File: src/rtl/stat_pkg.sv
package stat_pkg;

  typedef enum logic [1:0] {
    RD_NONE = 2'd0,
    RD_CNT  = 2'd1,
    RD_EN   = 2'd2
  } rdKind_e;

  typedef struct packed {
    logic    ready;
    logic    clearAll;
    logic    wrCnt;
    logic    decMode;
    logic    enWrite;
    rdKind_e rdKind;
  } ctrlStrobes_t;

endpackage

File: src/rtl/stat_ctrl.sv
module stat_ctrl
  import stat_pkg::*;
#(
  parameter int NUM_CNT   = 4,
  parameter int ADDR_W    = 8,
  parameter int CLEAR_DLY = 38,
  parameter int EN_OFF    = 128,
  localparam int IDX_W    = (NUM_CNT > 1) ? $clog2(NUM_CNT) : 1,
  localparam int DLY_W    = $clog2(CLEAR_DLY + 1)
) (
  input  logic              clk,
  input  logic              rst,
  input  logic              decMode,
  input  logic              busSel,
  input  logic              busWr,
  input  logic [ADDR_W-1:0] busAddr,
  input  logic [3:0]        busBe,
  output ctrlStrobes_t      strb,
  output logic [IDX_W-1:0]  cntIdx
);

  logic [DLY_W-1:0] dlyCnt;
  logic             readyQ;
  logic             lastDly;
  logic             cntHit;
  logic             enHit;
  logic             fullWr;
  logic [ADDR_W-3:0] wordAddr;

  assign lastDly  = (dlyCnt == DLY_W'(CLEAR_DLY - 1));
  assign wordAddr = busAddr[ADDR_W-1:2];

  // start-up window: count edges after reset release, clear on the last one
  always_ff @(posedge clk) begin
    if (rst) begin
      dlyCnt <= '0;
      readyQ <= 1'b0;
    end else if (!readyQ) begin
      dlyCnt <= dlyCnt + DLY_W'(1);
      if (lastDly) readyQ <= 1'b1;
    end
  end

  always_comb begin
    cntHit = (busAddr[1:0] == 2'b00) && (int'(wordAddr) < NUM_CNT);
    enHit  = (int'(busAddr) == EN_OFF);
    fullWr = busSel && busWr && (busBe == 4'hF) && readyQ;
    cntIdx = wordAddr[IDX_W-1:0];
  end

  always_comb begin
    strb.ready    = readyQ;
    strb.clearAll = !readyQ && lastDly;
    strb.wrCnt    = fullWr && cntHit;
    strb.decMode  = decMode;
    strb.enWrite  = fullWr && enHit;
    if (cntHit)     strb.rdKind = RD_CNT;
    else if (enHit) strb.rdKind = RD_EN;
    else            strb.rdKind = RD_NONE;
  end

  // partial byte enables never yield a write strobe
  a_r4_partial_ignored: assert property (@(posedge clk) disable iff (rst)
    (busSel && busWr && busBe != 4'hF) |-> !(strb.wrCnt || strb.enWrite));

  // no write strobe before the start-up window has ended
  a_r8_no_early_write: assert property (@(posedge clk) disable iff (rst)
    !readyQ |-> !(strb.wrCnt || strb.enWrite));

endmodule

File: src/rtl/stat_datapath.sv
module stat_datapath
  import stat_pkg::*;
#(
  parameter int NUM_CNT  = 4,
  parameter int CNT_W    = 32,
  localparam int IDX_W   = (NUM_CNT > 1) ? $clog2(NUM_CNT) : 1
) (
  input  logic               clk,
  input  logic               rst,
  input  ctrlStrobes_t       strb,
  input  logic [IDX_W-1:0]   cntIdx,
  input  logic [CNT_W-1:0]   wrData,
  input  logic [NUM_CNT-1:0] incStrobe,
  output logic [CNT_W-1:0]   rdData,
  output logic               statIrq
);

  logic [CNT_W-1:0]   cntQ [NUM_CNT];
  logic [CNT_W-1:0]   cntNxt [NUM_CNT];
  logic [NUM_CNT-1:0] topBits;
  logic               intEnQ;

  for (genvar i = 0; i < NUM_CNT; i++) begin : g_cnt
    logic hitMe;
    logic incMe;
    logic [CNT_W-1:0] afterWr;

    assign hitMe = strb.wrCnt && (cntIdx == IDX_W'(i));
    assign incMe = strb.ready && incStrobe[i];

    always_comb begin
      afterWr = cntQ[i];
      if (hitMe) begin
        if (strb.decMode) afterWr = (cntQ[i] > wrData) ? (cntQ[i] - wrData) : '0;
        else              afterWr = wrData;
      end
      if (strb.clearAll) cntNxt[i] = '0;
      else if (incMe)    cntNxt[i] = afterWr + CNT_W'(1);
      else               cntNxt[i] = afterWr;
    end

    always_ff @(posedge clk) begin
      cntQ[i] <= cntNxt[i];
    end

    assign topBits[i] = cntQ[i][CNT_W-1];

    // increment of the all-ones value wraps to zero
    a_r1_wrap: assert property (@(posedge clk) disable iff (rst)
      ($past(incMe) && !$past(hitMe) && !$past(strb.clearAll) && $past(cntQ[i]) == '1)
      |-> cntQ[i] == '0);

    // subtracting more than the count leaves zero
    a_r3_floor: assert property (@(posedge clk) disable iff (rst)
      ($past(hitMe) && $past(strb.decMode) && !$past(incMe) && $past(wrData) >= $past(cntQ[i]))
      |-> cntQ[i] == '0);

    // write and increment together give write result plus one (load case)
    a_r5_collide_load: assert property (@(posedge clk) disable iff (rst)
      ($past(hitMe) && !$past(strb.decMode) && $past(incMe))
      |-> cntQ[i] == $past(wrData) + CNT_W'(1));

    // the start-up clear leaves every counter at zero
    a_r8_cleared: assert property (@(posedge clk) disable iff (rst)
      $past(strb.clearAll) |-> cntQ[i] == '0);
  end

  always_ff @(posedge clk) begin
    if (rst)               intEnQ <= 1'b0;
    else if (strb.enWrite) intEnQ <= wrData[0];
  end

  always_comb begin
    case (strb.rdKind)
      RD_CNT:  rdData = cntQ[cntIdx];
      RD_EN:   rdData = {{(CNT_W-1){1'b0}}, intEnQ};
      default: rdData = '0;
    endcase
  end

  assign statIrq = strb.ready && intEnQ && (|topBits);

  // a raised interrupt stays up unless a host write or a wrapping increment occurred
  a_r7_irq_holds: assert property (@(posedge clk) disable iff (rst)
    ($past(statIrq) && !$past(strb.wrCnt) && !$past(strb.enWrite) && $past(incStrobe) == '0)
    |-> statIrq);

endmodule

File: src/rtl/stat_counter_bank.sv
module stat_counter_bank
  import stat_pkg::*;
#(
  parameter int NUM_CNT   = 4,
  parameter int CNT_W     = 32,
  parameter int ADDR_W    = 8,
  parameter int CLEAR_DLY = 38,
  parameter int EN_OFF    = 128,
  localparam int IDX_W    = (NUM_CNT > 1) ? $clog2(NUM_CNT) : 1
) (
  input  logic               clk,
  input  logic               rst,
  input  logic               decMode,
  input  logic [NUM_CNT-1:0] incStrobe,
  input  logic               busSel,
  input  logic               busWr,
  input  logic [ADDR_W-1:0]  busAddr,
  input  logic [3:0]         busBe,
  input  logic [CNT_W-1:0]   busWdata,
  output logic [CNT_W-1:0]   busRdata,
  output logic               statIrq
);

  ctrlStrobes_t     strb;
  logic [IDX_W-1:0] cntIdx;

  stat_ctrl #(
    .NUM_CNT(NUM_CNT), .ADDR_W(ADDR_W), .CLEAR_DLY(CLEAR_DLY), .EN_OFF(EN_OFF)
  ) i_ctrl (
    .clk(clk), .rst(rst), .decMode(decMode), .busSel(busSel), .busWr(busWr),
    .busAddr(busAddr), .busBe(busBe), .strb(strb), .cntIdx(cntIdx)
  );

  stat_datapath #(
    .NUM_CNT(NUM_CNT), .CNT_W(CNT_W)
  ) i_dp (
    .clk(clk), .rst(rst), .strb(strb), .cntIdx(cntIdx), .wrData(busWdata),
    .incStrobe(incStrobe), .rdData(busRdata), .statIrq(statIrq)
  );

endmodule

File: config.mk
export PLATFORM = sky130hd
export DESIGN_NAME = stat_counter_bank
export DESIGN_NICKNAME = d
export VERILOG_FILES = /design/src/rtl/stat_pkg.sv /design/src/rtl/stat_ctrl.sv /design/src/rtl/stat_datapath.sv /design/src/rtl/stat_counter_bank.sv
export SDC_FILE = /design/constraint.sdc
export NUM_CORES = 1
export LEC_CHECK = 0
export BUFFER_PORTS_ARGS = -buffer_cell sky130_fd_sc_hd__buf_2
export CAP_MARGIN = 25
export CORE_AREA = 5 5 209 191
export CTS_BUF_LIST = sky130_fd_sc_hd__clkbuf_16
export DETAILED_ROUTE_END_ITERATION = 8
export DIE_AREA = 0 0 214 196
export PLACE_DENSITY = 0.75
export SYNTH_ARGS = -nofsm -noshare
export SYNTH_HDL_FRONTEND = slang
export SYNTH_HIERARCHICAL = 1
export SYNTH_SLANG_ARGS = --single-unit
File: constraint.sdc
create_clock -name clk -period 4.1 [get_ports clk]
set_input_delay 0.205 -clock clk [delete_from_list [all_inputs] [get_ports clk]]
set_output_delay 0.205 -clock clk [all_outputs]
set_load 0.01 [all_outputs]
== Yosys cells after proc, flatten, opt, wreduce, memory -nomap -nowiden ==
Memory sizes are Yosys's and may differ from the RTL's.
Cells that the tools add are included.
Storage, ports and cells
  flip-flop bits (word level): 8
  latch bits: 0
  memory bits (writable): 128
  bits in read-only memories: 0
  input port bits: 53
  output and inout port bits: 33
  logic and storage cells: 72
  memories kept: 1
Memories
  i_dp.cntQ: words 4, width 32, rd ports 5, clocked after memory_dff 0, write ports 4, line stat_datapath.sv:18  | logic [CNT_W-1:0] cntQ [NUM_CNT];
Operators by class
  $add $sub $neg: 9
  $mul: 0
  div/mod/pow operators: 0
  magnitude comparators: 5
  eq/ne operators: 8
  shift-type cells: 0
  mux-type cells: 25
  bitwise logic cells: 0
  reductions and logical operators: 21
Operators by type and width (count)
  32-bit 2-to-1 mux: 20
  32-bit by 1-bit adder with 32-bit output, second input constant: 4
  32-bit > comparator: 4
  32-bit subtractor: 4
  32-bit case mux with 2 select lines: 1
  1-bit logical AND: 17
  8-bit == test, second input constant: 1
  6-bit by 1-bit adder with 6-bit output, second input constant: 1
  2-bit == test, second input constant: 3
  6-bit == test, second input constant: 1
  6-bit by 3-bit less-than comparator with 1-bit output, second input constant: 1
  2-bit by 1-bit == test with 1-bit output, second input constant: 2
  4-bit == test, second input constant: 1
  2-bit zero test: 2
  2-bit 2-to-1 mux: 2
  4-bit OR reduction: 1
  1-bit 2-to-1 mux: 2
  1-bit zero test: 1

== Longest topological paths before layout ==
Gate-level depths: netlist (run 1).
  depth after elaboration: 9
  depth in mapped cells: 18
  gate-level depth less buffers: 17

== Cells and area by module ==
Netlist (run 1), hierarchy kept.
By module, submodules not included
  stat_datapath: times used 1, cells each 2496, area an instance 18077.3 µm², sequential area each 2582.5 µm²
  stat_ctrl: times used 1, cells each 51, area an instance 422.9 µm², sequential area each 140.1 µm²

== Worst setup path before layout (run 1) ==
No wires, ideal clock.
  path type: register to register
  start point: memory i_dp.cntQ[1][0]
  end point: memory i_dp.cntQ[1][30]
  setup time: 0.123 ns
  arrival time: 4.022 ns
  data required time: 3.977 ns
  path slack: -0.045 ns
  stages on the path, launching flop included: 19
  path through: dfxtp_1 -> inv_1 -> ha_1 -> fa_1 -> nor2b_1 -> o31ai_1 -> a211o_1 -> a21boi_2 -> o21ai_2 -> buf_2 -> o221ai_2 -> ha_1 -> nand3_1 -> or3_1 -> or2_1 -> nor3_2 -> nand2_2 -> nor2_1 -> mux2_1
RTL lines (line)
  start, declared: stat_datapath.sv:18

==> results.yml, run 1 <==
synthesis:
  synth_top_area_cell: "dfxtp_1"
  synthDistinctLibCells: 111
  synth_seq_cells: 136
  syn_area_per_cell_um2: 7.26
  synth_warnings: 6
  seq_area_frac_synth: 0.147
  synth_area_leaders: "dfxtp_1, ha_1, nor2_1"
  syn_area_mm2: 0.0185
  yosys_most_used_dff: "dfxtp_1"
  syn_inst: 2547
  syn_nets: 2740
  synth_top_area_share: 0.147
  synth_async_sr_flop_share: 0
  synth_edf_count: 0
global_route:
  antenna_found_initial: 1
  grt_start_max_net_pins: 121
  grt_overflow_total: 0
  grt_use_total: 0.352
  grt_pass1_wl_um: 116000
  grt_pass1_vias: 20700
route:
  routed_via_density: 6.48
  drc: 0
  firstDrtPassIters: 6
  ant_nets: 0
  drt_iter0_drc: 2810
  routed-via-count: 22000
  wl_um: 77700
  post_drt_wl_per_cell_um: 22.9
finish:
  diodes: 0
  finalInstanceArea_mm2: 0.0228
  n_fill_cell: 3432
  final_common_cell: "buf_4"
  fin_nets: 3085
  drive_gt1_frac: 0.241
  layout_common_cells: "buf_4, nor2_1, nand2_1"
  stdcell_count: 3395
  area_growth_syn_to_layout_pct: 23.5
place:
  gp_congestion: 1.05
  portBuffers: 85
  dpl-instance-area_mm2: 0.0217
  dp.cells: 3343
  dp_hpwl_um: 63400
hold_path:
  worstHoldEndpoint: "i_ctrl/dlyCnt[1]"
  min_path_type: "primary input to flop"
  worstHoldStart: "rst"
  hold_depth: 2
floorplanning:
  die_y_um: 196
  die_width_um: 214
  initial_core_util: 0.491
  io_pins: 86
  design.core.area_mm2: 0.0377
  die_area_mm2: 0.0419
  rows: 68
sta:
  slew_headroom: 0.281
  period_minus_slack_ns: 4.21
  hold_viol_final: 0
  drv_slew: 0
  post-route-period-util: 1.03
  timing.final.ws_setup_ns: -0.109
  rsz0062_at_grt: "true"
  setup_viol: 4
  worst_pin_slew_ns: 1.08
  skew_ns: 0.0110
  fmaxAchievable_ghz: 0.238
status:
  violations: "negative setup slack"
  outcome: "finished with violations"
worst_setup_path:
  end_kind: "flop"
  worst_path_largest_cell_delay_ns: 0.52
  path_buf_inv: 2
  critPathLaunchType: "flop"
  r2r_setup_slack_ns: -0.11
  required_ns: 4.49
  crit_family: "simple AND/OR/NAND/NOR gates"
  path_cells: "inv_2 > ha_4 > fa_2 > nand2b_4 > a21oi_4 > o21ai_4 > o31ai_4 > a21oi_4 > o31ai_4 > ha_2 > nand3_2 > a211oi_2 > nand4_1 > nor2_2 > buf_4 > nand4_1 > or4b_1 > nand2_1"
  rr_startpoint: "i_dp/cntQ[3][0]"
  rr_worst_depth: 18
  critPathArrivalTime_ns: 4.60
  path_max_fanout: 3
  crit_type: "flop to flop"
  r2r-end: "i_dp/cntQ[3][24]"
  slowest_stage: "or4b_1"
pwr:
  peakVddDrop_mv: 0.283
  powerDensity_mw_per_mm2: 170
  p_leak_nw: 10.0
clock_tree:
  clkSinkCount: 136
  path_clk_slew_ns: 0.07
  insertion_delay_ns: 0.45
  ctsHoldBuffers: 0
  clockRootBuffer: "clkbuf_16"
  cts_tree: "built"
  cts_buffer_depth: 2
  h-tree-depth: 4
  cts_inserted_buffers: 17
flow_run:
  maxCapViolCount: 0
==> cells by family after synthesis <==
family / count (synthesis) / share of synthesized area
simple gates: 1070 / 0.294
fa+ha+maj: 140 / 0.0963
flops: 136 / 0.147
compound gates: 785 / 0.291
buf+inv: 209 / 0.0480
mux: 48 / 0.0479
xor+xnor: 159 / 0.0753
==> state kept, by name, indices dropped and copies added (netlist names) <==
signal / count
i_ctrl/readyQ: 1
i_dp/cntQ: 128
i_ctrl/dlyCnt: 6
i_dp/intEnQ: 1
==> where the power goes <==
group          leakage, nW  switching (W)  internal [W]
Sequential            1.10      0.0000182       0.00134
Combinational         8.62       0.000518      0.000350
Clock                0.292       0.000702      0.000959
==> through the flow <==
step           hold WS, ns  setup slack, ns  utilization  setup TNS, ns  power, W
2_1_floorplan        0.274         -0.00204            -       -0.00204   0.00183
3_3_place_gp         0.467           -0.132        0.574          -1.09   0.00215
3_5_place_dp         0.494           -0.151        0.575          -2.77   0.00217
4_1_cts             0.0322          -0.0178        0.592        -0.0178   0.00380
5_1_grt             0.0564           -0.235        0.606          -1.13   0.00400
6_report            0.0577           -0.109        0.606         -0.305   0.00389
==> repair_timing <==
item                                    4_1_cts  5_1_grt
endpoints found under the setup margin       26       67
gates resized for setup                       7       91
buffers inserted                              1       19
endpoints found under the hold margin         0        0
pin swaps                                     2       31
==> synthesized netlist by cell type (all sizes together), types with 8 or more instances <==
cell / instances
nor2: 311
nand2: 268
a21oi: 223
o21ai: 163
dfxtp: 136
ha: 136
xnor2: 88
nor3: 80
inv: 77
nand4: 72
xor2: 71
clkbuf: 69
nand3: 68
buf: 61
a21o: 54
nor2b: 51
o21a: 38
a31oi: 36
nor4: 34
mux4: 32
a221oi: 29
o211ai: 28
o221ai: 28
and3: 27
or3: 27
and2: 26
nand2b: 26
a211oi: 24
o31ai: 24
or2: 16
nand3b: 14
a21boi: 13
mux2i: 12
nand4b: 11
o21bai: 11
o2111ai: 9
o311ai: 9
o31a: 9
or4: 9
a2111oi: 8
a221o: 8
a31o: 8
nor3b: 8
==> layout make-up <==
type / instances / area, um^2 / area share
well taps: 490 / 613 / 0.0268
inverters: 79 / 297 / 0.0130
flip-flops and latches: 136 / 2730 / 0.120
multi-input cells: 2202 / 15300 / 0.670
clock buffers: 17 / 425 / 0.0186
clock inverters: 15 / 175 / 0.00767
repair buffers: 456 / 3280 / 0.144
==> metal layers <==
metal	GRT usage	vias to the layer above	part of all wire
met5	0	-	0.00018
met4	0.117	2	0.038
met3	0.0677	181	0.12
met2	0.561	1314	0.43
met1	0.480	10300	0.41
li1	-	10200	-
==> worst max-delay path by stage <==
stage | from | to | depth (start not counted)
2_1_floorplan | i_dp/cntQ[1][0] | i_dp/cntQ[1][12] | 17
3_3_place_gp | busWdata[0] | i_dp/cntQ[3][31] | 16
3_5_place_dp | busWdata[0] | i_dp/cntQ[3][30] | 19
4_1_cts | i_dp/cntQ[3][0] | i_dp/cntQ[3][30] | 18
5_1_grt | i_dp/cntQ[3][0] | i_dp/cntQ[3][24] | 18
6_report | i_dp/cntQ[3][0] | i_dp/cntQ[3][24] | 18
Note: power is estimated with default switching activity, not from simulation.
==> inputs of run 2 (changes only) <==
--- a/config.mk
+++ b/config.mk
@@ -11,7 +11,9 @@
 export CTS_BUF_LIST = sky130_fd_sc_hd__clkbuf_16
 export DETAILED_ROUTE_END_ITERATION = 8
 export DIE_AREA = 0 0 214 196
+export MAX_ROUTING_LAYER = met4
 export PLACE_DENSITY = 0.75
+export SLEW_MARGIN = 20
 export SYNTH_ARGS = -nofsm -noshare
 export SYNTH_HDL_FRONTEND = slang
 export SYNTH_HIERARCHICAL = 1
==> results.yml, run 2 (synthesis gave the netlist of run 1 again) <==
clock_tree:
  cts_buffer_depth: 2
  path_clk_slew_ns: 0.07
  clockRootBuffer: "clkbuf_16"
  h-tree-depth: 4
  cts_tree: "built"
  clkSinkCount: 136
  cts_inserted_buffers: 17
  insertion_delay_ns: 0.45
finish:
  final_common_cell: "buf_4"
  post-route-util: 0.613
  largest_register_ffs: 128
  fin_nets: 3124
  top_register: "i_dp/cntQ"
  drive_gt1_frac: 0.251
  area_growth_syn_to_layout_pct: 24.8
  diodes: 0
  top_regs: "i_dp/cntQ (128), i_ctrl/dlyCnt (6)"
  layout_common_cells: "buf_4, nor2_1, nand2_1"
worst_setup_path:
  critPathArrivalTime_ns: 4.38
  end_kind: "flop"
  required_ns: 4.44
  critPathLaunchType: "flop"
  path_max_fanout: 5
  crit_type: "flop to flop"
place:
  gp_congestion: 1.04
  place_ws_ns: -0.275
  portBuffers: 85
  dp_hpwl_um: 64800
sta:
  setup_tns_ns: 0
  hold_viol_final: 0
  setup_viol: 0
  slew_headroom: 0.270
  hold_ws_ns: 0.0588
  timing.final.ws_setup_ns: 0.0632
  drv_slew: 0
  fmaxAchievable_ghz: 0.248
  post-route-period-util: 0.985
  worst_pin_slew_ns: 1.09
  period_minus_slack_ns: 4.04
  skew_ns: 0.0125
floorplanning:
  die_y_um: 196
  die_width_um: 214
  design.core.area_mm2: 0.0377
  initial_core_util: 0.491
  io_pins: 86
  rows: 68
  die_area_mm2: 0.0419
route:
  firstDrtPassIters: 6
  ant_nets: 0
  drt_iter0_drc: 2650
  routed-via-count: 22100
  drc: 0
  post_drt_wl_per_cell_um: 22.9
  routed_via_density: 6.43
  wl_um: 78600
global_route:
  antenna_found_initial: 0
  grt_overflow_total: 0
  grt_use_total: 0.365
  grt_pass1_vias: 20600
  grt_pass1_wl_um: 117000
  grt_start_max_net_pins: 121
pwr:
  peakVddDrop_mv: 0.261
  powerDensity_mw_per_mm2: 169
  swShare: 0.332
  p_int_w: 0.00261
  power_w: 0.00391
  p_comb_frac: 0.223
  p_sw_w: 0.00130
  p_leak_nw: 10.2
  seqPwrFrac: 0.346
  p_clk_frac: 0.431
hold_path:
  min_path_type: "primary input to flop"
flow_run:
  maxCapViolCount: 0
status:
  outcome: "finished, final reports clean"
run 2: cell count changes in the layout (fill, tap and decap cells not counted), moves of 3 or more:
cell | previous run | this run
buf_4 | 363 | 401
a221oi_2 | 1 | 4
a21oi_1 | 212 | 215
clkinv_2 | 3 | 0
a221oi_1 | 28 | 25
inv_8 | 0 | 4
o21ai_1 | 15 | 12
run 2: per-stage QoR:
stage / instance area, um^2 / instances
floorplan: 18500 / 2547
global placement: 21900 / 3378
detailed placement: 21900 / 3379
CTS: 22600 / 3414
global route: 23100 / 3434
finish: 23100 / 3434
run 2: final cells by class:
type	count	area, um^2
multi-input combinational	2202	15300
fill	3406	14600
timing repair buffer	495	3550
sequential	136	2730
tap	490	613
clock buffer	17	425
inverter	79	297
clock inverter	15	183
run 2: layer usage:
layer,GRT usage,vias up,part of all wire
met5,-,-,0
met4,0.125,0,0.038
met3,0.0613,169,0.11
met2,0.557,1208,0.43
met1,0.494,10400,0.42
li1,-,10300,-
run 2: final timing paths:
kind / slack [ns] / end / cells past startpoint / from
min: 0.06 / i_ctrl/dlyCnt[2] / 2 / rst
max reg2reg: 0.06 / i_dp/cntQ[1][30] / 17 / i_dp/cntQ[1][0]
min reg2reg: 0.50 / i_ctrl/dlyCnt[5] / 2 / i_ctrl/dlyCnt[5]
max: 0.06 / i_dp/cntQ[1][30] / 17 / i_dp/cntQ[1][0]
run 2: power by group through the flow:
stage / clock network (W) / logic (W) / registers [W]
after global placement: 0 / 0.000791 / 0.00138
final: 0.00168 / 0.000873 / 0.00135
after global routing: 0.00176 / 0.000930 / 0.00135
after floorplan: 0 / 0.000457 / 0.00138
after CTS: 0.00170 / 0.000813 / 0.00135
after detailed placement: 0 / 0.000808 / 0.00138
run 2: repair_timing:
action / 4_1_cts / 5_1_grt
pin swaps: 5 / 33
endpoints found under the setup margin: 27 / 61
cloned: 0 / 1
gates resized for setup: 6 / 85
hold buffers: 0 / 0
buffers inserted: 3 / 19
run 2: critical path: stages, from the launching register on:
cell and delay (ns):
dfxtp_2 0.33, inv_1 0.07, ha_4 0.17, fa_2 0.36, nor2b_2 0.15, o31ai_2 0.09
a211o_1 0.33, a21bo_2 0.24, a211o_1 0.29, nand2_2 0.10, ha_2 0.18, nand3_2 0.08
or3_4 0.39, or2_4 0.27, nor3_4 0.32, nand2_2 0.12, nor2_2 0.14, mux2_4 0.30
